## src/rtl/twophase_ctrl_seq_pkg.sv

```systemverilog
package twophase_ctrl_seq_pkg;

  // Sequencer progress through one arithmetic operation
  typedef enum logic [2:0] {
    SQ_IDLE    = 3'd0,
    SQ_ARM_OPS = 3'd1,  // waiting for phase 1 to rise
    SQ_OPS     = 3'd2,  // A/B outputs open
    SQ_ARM_LD  = 3'd3,  // waiting for phase 2 to rise
    SQ_LOAD    = 3'd4,  // C load open
    SQ_ARM_WB  = 3'd5,  // waiting for phase 1 to rise again
    SQ_WB      = 3'd6,  // register file write open
    SQ_FINISH  = 3'd7   // completion pulse
  } seq_state_e;

  localparam int unsigned NUM_PHASES = 2;

endpackage

```

## src/rtl/twophase_rst_sync.sv

```systemverilog
module twophase_rst_sync #(
  parameter int unsigned STAGES = 2
) (
  input  logic clk,
  input  logic rst_n,
  output logic rst_sync_n
);

  logic [STAGES-1:0] chain_q;
  logic [STAGES-1:0] chain_d;

  always_comb begin
    chain_d = {chain_q[STAGES-2:0], 1'b1};
  end

  always_ff @(posedge clk or negedge rst_n) begin
    if (!rst_n) begin
      chain_q <= '0;
    end else begin
      chain_q <= chain_d;
    end
  end

  assign rst_sync_n = chain_q[STAGES-1];

endmodule

```

## src/rtl/twophase_phase_gen.sv

```systemverilog
module twophase_phase_gen #(
  parameter int unsigned PERIOD = 50,
  parameter int unsigned WIDTH  = 20,
  parameter int unsigned OFFSET = 0
) (
  input  logic clk,
  input  logic rst_n,
  output logic phase_o
);

  localparam int unsigned PW = (PERIOD > 1) ? $clog2(PERIOD) : 1;
  localparam int unsigned OW = $clog2(OFFSET + 2);
  localparam logic        ARM_AT_RESET = (OFFSET == 0);
  localparam logic [PW-1:0] POS_LAST  = PW'(PERIOD - 1);
  localparam logic [OW-1:0] DLY_LAST  = OW'(OFFSET - 1);
  localparam logic [PW:0]   WIDTH_CMP = (PW+1)'(WIDTH);

  logic          armed_q, armed_d;
  logic [OW-1:0] dly_q,   dly_d;
  logic [PW-1:0] pos_q,   pos_d;
  logic          ph_q,    ph_d;
  logic          dly_en;
  logic          pos_en;

  // Next-state: wait out the offset, then sweep the period position
  always_comb begin
    armed_d = armed_q;
    dly_d   = dly_q;
    pos_d   = pos_q;
    ph_d    = 1'b0;
    dly_en  = 1'b0;
    pos_en  = 1'b0;
    if (armed_q) begin
      pos_en = 1'b1;
      ph_d   = ({1'b0, pos_q} < WIDTH_CMP);
      pos_d  = (pos_q == POS_LAST) ? '0 : pos_q + 1'b1;
    end else begin
      dly_en = 1'b1;
      dly_d  = dly_q + 1'b1;
      if (dly_q == DLY_LAST) begin
        armed_d = 1'b1;
      end
    end
  end

  always_ff @(posedge clk or negedge rst_n) begin
    if (!rst_n) begin
      armed_q <= ARM_AT_RESET;
      dly_q   <= '0;
      pos_q   <= '0;
      ph_q    <= 1'b0;
    end else begin
      armed_q <= armed_d;
      ph_q    <= ph_d;
      if (dly_en) begin
        dly_q <= dly_d;
      end
      if (pos_en) begin
        pos_q <= pos_d;
      end
    end
  end

  assign phase_o = ph_q;

  // no pulse is produced while the offset is still being counted
  a_r2_quiet_during_offset: assert property (@(posedge clk) disable iff (!rst_n)
    !armed_q |=> !phase_o);

endmodule

```

## src/rtl/twophase_op_sequencer.sv

```systemverilog
module twophase_op_sequencer
  import twophase_ctrl_seq_pkg::*;
(
  input  logic clk,
  input  logic rst_n,
  input  logic start_i,
  input  logic ph1_i,
  input  logic ph2_i,
  output logic a_oe_o,
  output logic b_oe_o,
  output logic c_ld_o,
  output logic rf_we_o,
  output logic busy_o,
  output logic done_o
);

  seq_state_e state_q, state_d;
  logic       ph1_q, ph2_q;
  logic       rise1, fall1, rise2, fall2;
  logic       state_en;

  // Phase edges seen against last cycle's level
  always_comb begin
    rise1 =  ph1_i & ~ph1_q;
    fall1 = ~ph1_i &  ph1_q;
    rise2 =  ph2_i & ~ph2_q;
    fall2 = ~ph2_i &  ph2_q;
  end

  always_comb begin
    state_d = state_q;
    unique case (state_q)
      SQ_IDLE:    if (start_i) state_d = SQ_ARM_OPS;
      SQ_ARM_OPS: if (rise1)   state_d = SQ_OPS;
      SQ_OPS:     if (fall1)   state_d = SQ_ARM_LD;
      SQ_ARM_LD:  if (rise2)   state_d = SQ_LOAD;
      SQ_LOAD:    if (fall2)   state_d = SQ_ARM_WB;
      SQ_ARM_WB:  if (rise1)   state_d = SQ_WB;
      SQ_WB:      if (fall2)   state_d = SQ_FINISH;
      SQ_FINISH:               state_d = SQ_IDLE;
      default:                 state_d = SQ_IDLE;
    endcase
    state_en = (state_d != state_q);
  end

  always_ff @(posedge clk or negedge rst_n) begin
    if (!rst_n) begin
      state_q <= SQ_IDLE;
      ph1_q   <= 1'b0;
      ph2_q   <= 1'b0;
    end else begin
      ph1_q <= ph1_i;
      ph2_q <= ph2_i;
      if (state_en) begin
        state_q <= state_d;
      end
    end
  end

  // Moore decode of the enables from the registered state
  always_comb begin
    a_oe_o  = (state_q == SQ_OPS);
    b_oe_o  = (state_q == SQ_OPS);
    c_ld_o  = (state_q == SQ_LOAD);
    rf_we_o = (state_q == SQ_WB);
    done_o  = (state_q == SQ_FINISH);
    busy_o  = (state_q != SQ_IDLE);
  end

  // an idle start is taken up on the following cycle
  a_r4_start_taken: assert property (@(posedge clk) disable iff (!rst_n)
    (start_i && !busy_o) |=> busy_o);

  // operand window opens only while phase 1 was high
  a_r5_ops_open_in_p1: assert property (@(posedge clk) disable iff (!rst_n)
    $rose(a_oe_o) |-> $past(ph1_i));

  // operand window closes right after phase 1 went low
  a_r5_ops_close_after_p1: assert property (@(posedge clk) disable iff (!rst_n)
    $fell(a_oe_o) |-> !$past(ph1_i));

  // load window opens only while phase 2 was high
  a_r6_load_open_in_p2: assert property (@(posedge clk) disable iff (!rst_n)
    $rose(c_ld_o) |-> $past(ph2_i));

  // write-back ends on a falling edge of phase 2
  a_r7_wb_ends_on_p2_fall: assert property (@(posedge clk) disable iff (!rst_n)
    $fell(rf_we_o) |-> ($past(ph2_i, 2) && !$past(ph2_i)));

  // completion is reported only straight after write-back
  a_r8_done_after_wb: assert property (@(posedge clk) disable iff (!rst_n)
    done_o |-> $past(rf_we_o));

  // the enable groups never overlap
  a_r8_groups_exclusive: assert property (@(posedge clk) disable iff (!rst_n)
    $onehot0({a_oe_o, c_ld_o, rf_we_o}));

endmodule

```

## src/rtl/twophase_ctrl_seq.sv

```systemverilog
module twophase_ctrl_seq
  import twophase_ctrl_seq_pkg::*;
#(
  parameter int unsigned PERIOD      = 50,
  parameter int unsigned WIDTH       = 20,
  parameter int unsigned OFFSET1     = 0,
  parameter int unsigned OFFSET2     = 25,
  parameter int unsigned SYNC_STAGES = 2
) (
  input  logic clk,
  input  logic rst_n,
  input  logic start_i,
  output logic phase1_o,
  output logic phase2_o,
  output logic a_oe_o,
  output logic b_oe_o,
  output logic c_ld_o,
  output logic rf_we_o,
  output logic busy_o,
  output logic done_o
);

  logic                  rst_sync_n;
  logic [NUM_PHASES-1:0] phase_w;

  twophase_rst_sync #(.STAGES(SYNC_STAGES)) u_rst_sync (
    .clk        (clk),
    .rst_n      (rst_n),
    .rst_sync_n (rst_sync_n)
  );

  for (genvar gi = 0; gi < NUM_PHASES; gi++) begin : g_phase
    localparam int unsigned OFF = (gi == 0) ? OFFSET1 : OFFSET2;
    twophase_phase_gen #(
      .PERIOD (PERIOD),
      .WIDTH  (WIDTH),
      .OFFSET (OFF)
    ) u_gen (
      .clk     (clk),
      .rst_n   (rst_sync_n),
      .phase_o (phase_w[gi])
    );
  end

  twophase_op_sequencer u_seq (
    .clk     (clk),
    .rst_n   (rst_sync_n),
    .start_i (start_i),
    .ph1_i   (phase_w[0]),
    .ph2_i   (phase_w[1]),
    .a_oe_o  (a_oe_o),
    .b_oe_o  (b_oe_o),
    .c_ld_o  (c_ld_o),
    .rf_we_o (rf_we_o),
    .busy_o  (busy_o),
    .done_o  (done_o)
  );

  assign phase1_o = phase_w[0];
  assign phase2_o = phase_w[1];

  // the two phases are never high together
  a_r3_phases_disjoint: assert property (@(posedge clk) disable iff (!rst_sync_n)
    !(phase1_o && phase2_o));

endmodule

```

## config.mk

```make
export PLATFORM = sky130hd
export DESIGN_NAME = twophase_ctrl_seq
export DESIGN_NICKNAME = d
export VERILOG_FILES = /design/src/rtl/twophase_ctrl_seq_pkg.sv /design/src/rtl/twophase_rst_sync.sv /design/src/rtl/twophase_phase_gen.sv /design/src/rtl/twophase_op_sequencer.sv /design/src/rtl/twophase_ctrl_seq.sv
export SDC_FILE = /design/constraint.sdc
export NUM_CORES = 1
export LEC_CHECK = 0
export ABC_AREA = 1
export BUFFER_PORTS_ARGS = -buffer_cell sky130_fd_sc_hd__buf_4
export CELL_PAD_IN_SITES_DETAIL_PLACEMENT = 2
export CELL_PAD_IN_SITES_GLOBAL_PLACEMENT = 2
export CORE_ASPECT_RATIO = 0.75
export CORE_MARGIN = 2
export CORE_UTILIZATION = 37
export CTS_CLUSTER_SIZE = 12
export DETAILED_ROUTE_END_ITERATION = 8
export MAX_ROUTING_LAYER = met4
export PLACE_DENSITY = 0.83
export SLEW_MARGIN = 40
export SYNTH_ARGS = -nofsm -noshare
export SYNTH_HDL_FRONTEND = slang
export SYNTH_SLANG_ARGS = --single-unit
```

## constraint.sdc

```tcl
create_clock -name clk -period 2.8 [get_ports clk]
set_input_delay 0.56 -clock clk [delete_from_list [all_inputs] [get_ports clk]]
set_output_delay 0.56 -clock clk [all_outputs]
set_load 0.01 [all_outputs]
```

==> results.cfg, run 1 <==
[run_status]
status = finished, final reports clean

[route]
met1Wirelength_mm = 1.50
drc_errors = 0
routed.top_layer = met4
vias = 1072
drt-total-wl_mm = 3.34
ant_nets = 0
routed_via_density = 4.72
wl_per_cell_um = 14.7
wl_met3_um = 146
first_iter_violations = 65
firstDrtPassIters = 4
routed-wl-met2_mm = 1.66

[timing]
hold_viol = 0
max_freq_mhz = 549
setup_tns_ns = 0
setup_violations = 0
fin_crit_sh_pct = 65.0
tightest_slew_ns = 0.604
slew_headroom_pct = 59.7
slew_viol_final = 0
rsz0062_at_grt = false
finalClockSkew_ns = 0.00335
min_period_ns = 1.82

[global_route]
grt.total_usage_pct = 19.8
antenna_found_initial = 0
grt_overflow = 0
grt_pass1_vias = 1232
grt_max_degree = 28
grt_pass1_wl_mm = 5.98

[logic_synthesis]
synth-edff-count = 0
synth_cell_types = 25
synth_cells = 160
syn_area_per_cell_um2 = 8.73
yosys.area.top_type = dfrtp_1
syn-cell-area_um2 = 1400
ys_seq_elements = 29
synth_top_area_share_pct = 50.2
synth_fp_nets = 169
synthFlopType = dfrtp_1
synth_area_leaders = dfrtp_1, nand2_1, inv_1, nor2_1, ha_1
seq_area_frac_synth_pct = 52.1
synth_common_cells = nand2_1, dfrtp_1, inv_1, nor2_1, nand3_1
synthArstFlopShare_pct = 100
ys_warn_count = 0
yosysMostFrequentCell = nand2_1

[hold_path]
hp-class = input port to asynchronous set/reset pin

[power]
irDropWorstVdd_mv = 0.259
p_per_area_nw_per_um2 = 503
leakage_uw = 0.000872

[die]
ios = 11
core.rowCount = 19
core_area_um2 = 3640
die_y_um = 57.2
initial_core_util_pct = 38.4
die-area_um2 = 4290
fp.dieW_um = 74.9

[clocking]
root_buffer = clkbuf_8
cts-resized-gates = 0
cts_tree = built
post_cts_buffers = 0
cts_max_level = 2
max-clock-path-buffers = 2
clock_sinks = 29
numCtsBuffers = 5
clk_latency_ns = 0.28
clk_pin_slew_ns = 0.06
hold_buffers = 0

[worst_setup_path]
cp-end-kind = output pin
crit_required_ns = 2.24
path_max_fanout = 3
worstPathArrival_ns = 1.26
path_class = register to output pin
startpoint_type = register

[final_layout]
nets = 183
area_growth_pct = 15.5
diodes = 0
stdcell_count = 227
final_cell_area_um2 = 1610
layout-drive-gt1-share_pct = 15.4

[job]
maxCapViolCount = 0

[placement]
port-buffer-count = 10
hpwlAfterDp_mm = 2.47
gp_congestion = 0.922
dpl-instance-area_um2 = 1510
dp_cells = 219
==> layout by cell type (no fill, tap or decap), drive strengths merged, types with 2 or more instances in the layout <==
cell / instances
nor2: 25
nand3: 9
nand4: 5
a21oi: 6
nor3: 2
xor2: 4
inv: 26
ha: 6
buf: 10
dfrtp: 28
o21ai: 5
nand2: 33
clkbuf: 7
xnor2: 2
==> per-stage QoR <==
| stage | setup slack [ns] | utilization [%] | hold slack, ns | total power (uW) |
|---|---|---|---|---|
| detailed placement | 1.27 | 41.6 | 0.296 | 441 |
| global route | 0.859 | 44.3 | 0.0239 | 853 |
| floorplan | 1.39 | - | 0.264 | 435 |
| CTS | 0.945 | 44.3 | 0.0307 | 829 |
| finish | 0.979 | 44.3 | 0.0435 | 811 |
| global placement | 1.41 | 41.5 | 0.336 | 440 |
==> registers in the layout, summed over array words and instances (netlist names) <==
| signal | count |
|---|---|
| u_rst_sync.chain_q | 2 |
| g_phase.u_gen.armed_q | 2 |
| u_seq.state_q | 3 |
| u_seq.ph2_q | 1 |
| g_phase.u_gen.pos_q | 12 |
| u_seq.ph1_q | 1 |
| g_phase.u_gen.phase_o | 2 |
| g_phase.u_gen.dly_q | 6 |
==> power breakdown <==
group	leakage [uW]	switching (uW)	internal (uW)
Sequential	0.000337	7.75	421
Clock	0.0000542	157	222
Combinational	0.000481	1.77	2.41
Total	0.000872	167	645
==> worst max-delay path: stages (launching register included) <==
cell and delay [ns]:
dfrtp_1 0.36, inv_1 0.07, nor2_1 0.20, nand2_1 0.12, inv_1 0.10, buf_4 0.12
==> cells by family after synthesis <==
logic type	after synthesis	share of synthesized area (%)
AND/OR/NAND/NOR	75	24.2
buffers and inverters	29	8.87
flip-flops	29	52.1
AO/OA/AOI/OAI	14	5.47
XOR/XNOR	6	3.76
adder cells (fa/ha/maj)	6	5.38
other	1	0.269
==> final timing paths <==
path,start,cells past startpoint,to,slack [ns]
worst max register to register,g_phase[1].u_gen.armed_q,4,g_phase[1].u_gen.dly_q[2],1.56
min in group clk,u_rst_sync.chain_q[0],0,u_rst_sync.chain_q[1],0.37
worst min-delay path,rst_n,1,u_rst_sync.chain_q[0],0.04
worst min register to register,u_rst_sync.chain_q[1],0,g_phase[0].u_gen.pos_q[0],0.28
max in group asynchronous,u_rst_sync.chain_q[1],0,g_phase[0].u_gen.pos_q[3],2.12
worst max-delay path,u_seq.state_q[1],5,a_oe_o,0.98
==> metal layers <==
layer	GRT usage, %	vias up
met5	-	-
li1	-	522
met2	29.7	19
met1	24.2	527
met3	7.77	4
met4	6.89	0
==> area by class of cell <==
class | instances | area, um^2
fill | 417 | 2020
sequential | 29 | 728
multi-input combinational | 102 | 546
inverter | 26 | 97.6
clock buffer | 7 | 96.3
timing repair buffer | 10 | 75.1
tap | 52 | 65.1
clock inverter | 1 | 5.00
Power figures use the tool's default switching activity.
==> inputs of run 2 (changes only) <==
--- a/config.mk
+++ b/config.mk
@@ -5,17 +5,17 @@
 export SDC_FILE = /design/constraint.sdc
 export NUM_CORES = 1
 export LEC_CHECK = 0
-export ABC_AREA = 1
+export ABC_AREA = 0
 export BUFFER_PORTS_ARGS = -buffer_cell sky130_fd_sc_hd__buf_4
 export CELL_PAD_IN_SITES_DETAIL_PLACEMENT = 2
 export CELL_PAD_IN_SITES_GLOBAL_PLACEMENT = 2
 export CORE_ASPECT_RATIO = 0.75
 export CORE_MARGIN = 2
-export CORE_UTILIZATION = 37
+export CORE_UTILIZATION = 34
 export CTS_CLUSTER_SIZE = 12
 export DETAILED_ROUTE_END_ITERATION = 8
 export MAX_ROUTING_LAYER = met4
-export PLACE_DENSITY = 0.83
+export PLACE_DENSITY = 0.76
 export SLEW_MARGIN = 40
 export SYNTH_ARGS = -nofsm -noshare
 export SYNTH_HDL_FRONTEND = slang
==> constraint.sdc (replaced) <==
create_clock -name clk -period 1.5 [get_ports clk]
set_input_delay 0.3 -clock clk [delete_from_list [all_inputs] [get_ports clk]]
set_output_delay 0.3 -clock clk [all_outputs]
set_load 0.01 [all_outputs]
==> run 2 against run 1 <==
Compared with the run above:
- the flow now finishes with violations (setup timing)
- final cell count is 11% lower
- non-clock buffer count is 14 higher
- worst hold slack better by 0.20 ns
- register-to-register slack worse by 1.5 ns
- critical path depth is 3 lower
- count of clock-buffer cells in the layout stayed put
- routed wire length is 1.3% higher
- utilization is 1.6 points higher
- sequential cell count stayed put
- power is 87% higher
- sequential power is 83% higher
- critical path type unchanged
- largest cell class unchanged
==> results.cfg, run 2 <==
[logic_synthesis]
synth_fp_nets = 134
synth_area_leaders = dfrtp_1, ha_1, xnor2_1, mux2i_1, o21ai_0
ys_warn_count = 0
synth_cell_types = 33
ys_seq_elements = 29
yosysMostFrequentCell = dfrtp_1
synth_cells = 125
synthArstFlopShare_pct = 100
synth_common_cells = dfrtp_1, inv_1, nand2_1, o21ai_0, xnor2_1
yosys.area.top_type = dfrtp_1
syn-cell-area_um2 = 1370
synthFlopType = dfrtp_1
synth_top_area_share_pct = 51.2
synth-edff-count = 0
seq_area_frac_synth_pct = 53.2
syn_area_per_cell_um2 = 10.9

[clocking]
clock_sinks = 29
cts_tree = built
max-clock-path-buffers = 2
clk_latency_ns = 0.29
root_buffer = clkbuf_8
numCtsBuffers = 5
clk_pin_slew_ns = 0.07
cts_max_level = 2

[final_layout]
area_growth_pct = 26.1
nets = 159
final_util_pct = 45.9
layout-drive-gt1-share_pct = 30.5
top_register = g_phase.u_gen.pos_q
diodes = 0
layout_commonest_cell = dfrtp_1
fill_cells = 418
final_cell_mix = dfrtp_1, buf_4, inv_1
top_regs = g_phase.u_gen.pos_q: 12 flops, g_phase.u_gen.dly_q: 6 flops, u_seq.state_q: 3 flops
largest_reg_flops = 12

[worst_setup_path]
cpMaxStageDelayCell = dfrtp_2
startpoint = u_seq.state_q[1]
cp-end-kind = output pin
reg2reg_depth = 3
path_delay_family = flip-flops
r2r-end = g_phase[0].u_gen.pos_q[5]
critPathBufInv = 1
path_cells = or3_4 > buf_6
r2r_start = g_phase[0].u_gen.armed_q
critPathCapture = busy_o
cpPeakStageDelay_ns = 0.43
path_class = register to output pin
worstPathArrival_ns = 1.24
path_max_fanout = 3
startpoint_type = register
cp.depth = 2
crit_required_ns = 1.20
r2r_setup_slack_ns = 0.10

[route]
drc_errors = 0
drt-total-wl_mm = 3.38
ant_nets = 0
vias = 1014
firstDrtPassIters = 4
first_iter_violations = 51
routed_via_density = 5.00
wl_per_cell_um = 16.7

[placement]
port-buffer-count = 10
gp_congestion = 0.746
hpwlAfterDp_mm = 2.25
post-place-ws_ns = -0.0283

[die]
initial_core_util_pct = 36.4
fp.dieW_um = 77.2
ios = 11
die-area_um2 = 4550
die_y_um = 58.9
core.rowCount = 19
core_area_um2 = 3760

[timing]
min_period_ns = 1.54
rsz0062_at_grt = true
setup_violations = 1
fin_ws_ns = -0.0398
finalClockSkew_ns = 0.00823
slew_viol_final = 0
hold_viol = 0
fin_crit_sh_pct = 103
max_freq_mhz = 649

[run_status]
violations = setup timing
status = finished with violations

[power]
irDropWorstVdd_mv = 0.534
leakage_uw = 0.000789
p_per_area_nw_per_um2 = 881

[global_route]
grt_pass1_vias = 1121
grtUsageMet2_pct = 27.6
grt_pass1_wl_mm = 5.62
top_usage_layer = met2
grt_max_degree = 28
grt_overflow = 0
grt.total_usage_pct = 17.6
antenna_found_initial = 0
grtUsageMet3_pct = 5.06
grt_use_met1_pct = 20.5

[job]
maxCapViolCount = 0

[hold_path]
hp-class = register to asynchronous set/reset pin
run 2: worst min path at each step:
stage,endpoint
final,g_phase[0].u_gen.pos_q[5]
after global routing,g_phase[0].u_gen.pos_q[5]
after CTS,g_phase[1].u_gen.dly_q[1]
after detailed placement,u_rst_sync.chain_q[1]
after global placement,u_rst_sync.chain_q[0]
after floorplan,u_rst_sync.chain_q[0]
run 2: kinds of logic after synthesis:
group,synth area share [%]
AND/OR/NAND/NOR,18.6
flip-flops,53.2
AO/OA/AOI/OAI,9.70
buffers and inverters,4.57
XOR/XNOR,4.48
adder cells (fa/ha/maj),5.49
multiplexers,3.75
other,0.274
run 2: per-stage QoR:
stage / hold WS [ns] / area (um^2) / std cells / TNS (ns) / total power [uW]
2_1_floorplan: 0.00441 / 1370 / 125 / 0 / 811
3_3_place_gp: 0.0817 / 1520 / 186 / 0 / 821
3_5_place_dp: 0.0827 / 1520 / 186 / -0.0664 / 822
4_1_cts: 0.255 / 1690 / 201 / -0.0536 / 1550
5_1_grt: 0.280 / 1720 / 203 / -0.177 / 1590
6_report: 0.241 / 1720 / 203 / -0.0398 / 1520
run 2: area by class of cell:
type | instances | area, um^2 | area share, %
Tap cell | 52 | 65.1 | 3.77
Multi-Input combinational cell | 81 | 603 | 35.0
Clock buffer | 7 | 96.3 | 5.59
Inverter | 9 | 33.8 | 1.96
Timing Repair Buffer | 24 | 190 | 11.0
Clock inverter | 1 | 5.00 | 0.290
Sequential cell | 29 | 731 | 42.4
run 2: power by group:
part / internal (uW) / total (uW) / leakage (uW) / switching (uW)
registers: 785 / 786 / 0.000325 / 0.738
clock network: 414 / 710 / 0.0000542 / 297
logic: 7.05 / 22.8 / 0.000411 / 15.8
total: 1210 / 1520 / 0.000789 / 313
run 2: worst register-to-register path, cell delays in order (launching register included):
cell and delay [ns]:
dfstp_2 0.57, nand4_2 0.14, or3_1 0.39, a22oi_1 0.21
run 2: per-layer routing:
layer	vias up	share of wire, %	wire length [um]
li1	480	-	-
met1	508	44	1490
met2	17	50	1690
met4	0	2.5	83
met5	-	0	0
met3	9	3.3	112
run 2: what timing repair did:
item                                    CTS  global route
pin swaps                                 1             1
buffers inserted                          6             2
hold endpoints to repair                  2             0
hold buffers                              1             0
gates resized for setup                   6             4
endpoints found under the setup margin    8             7
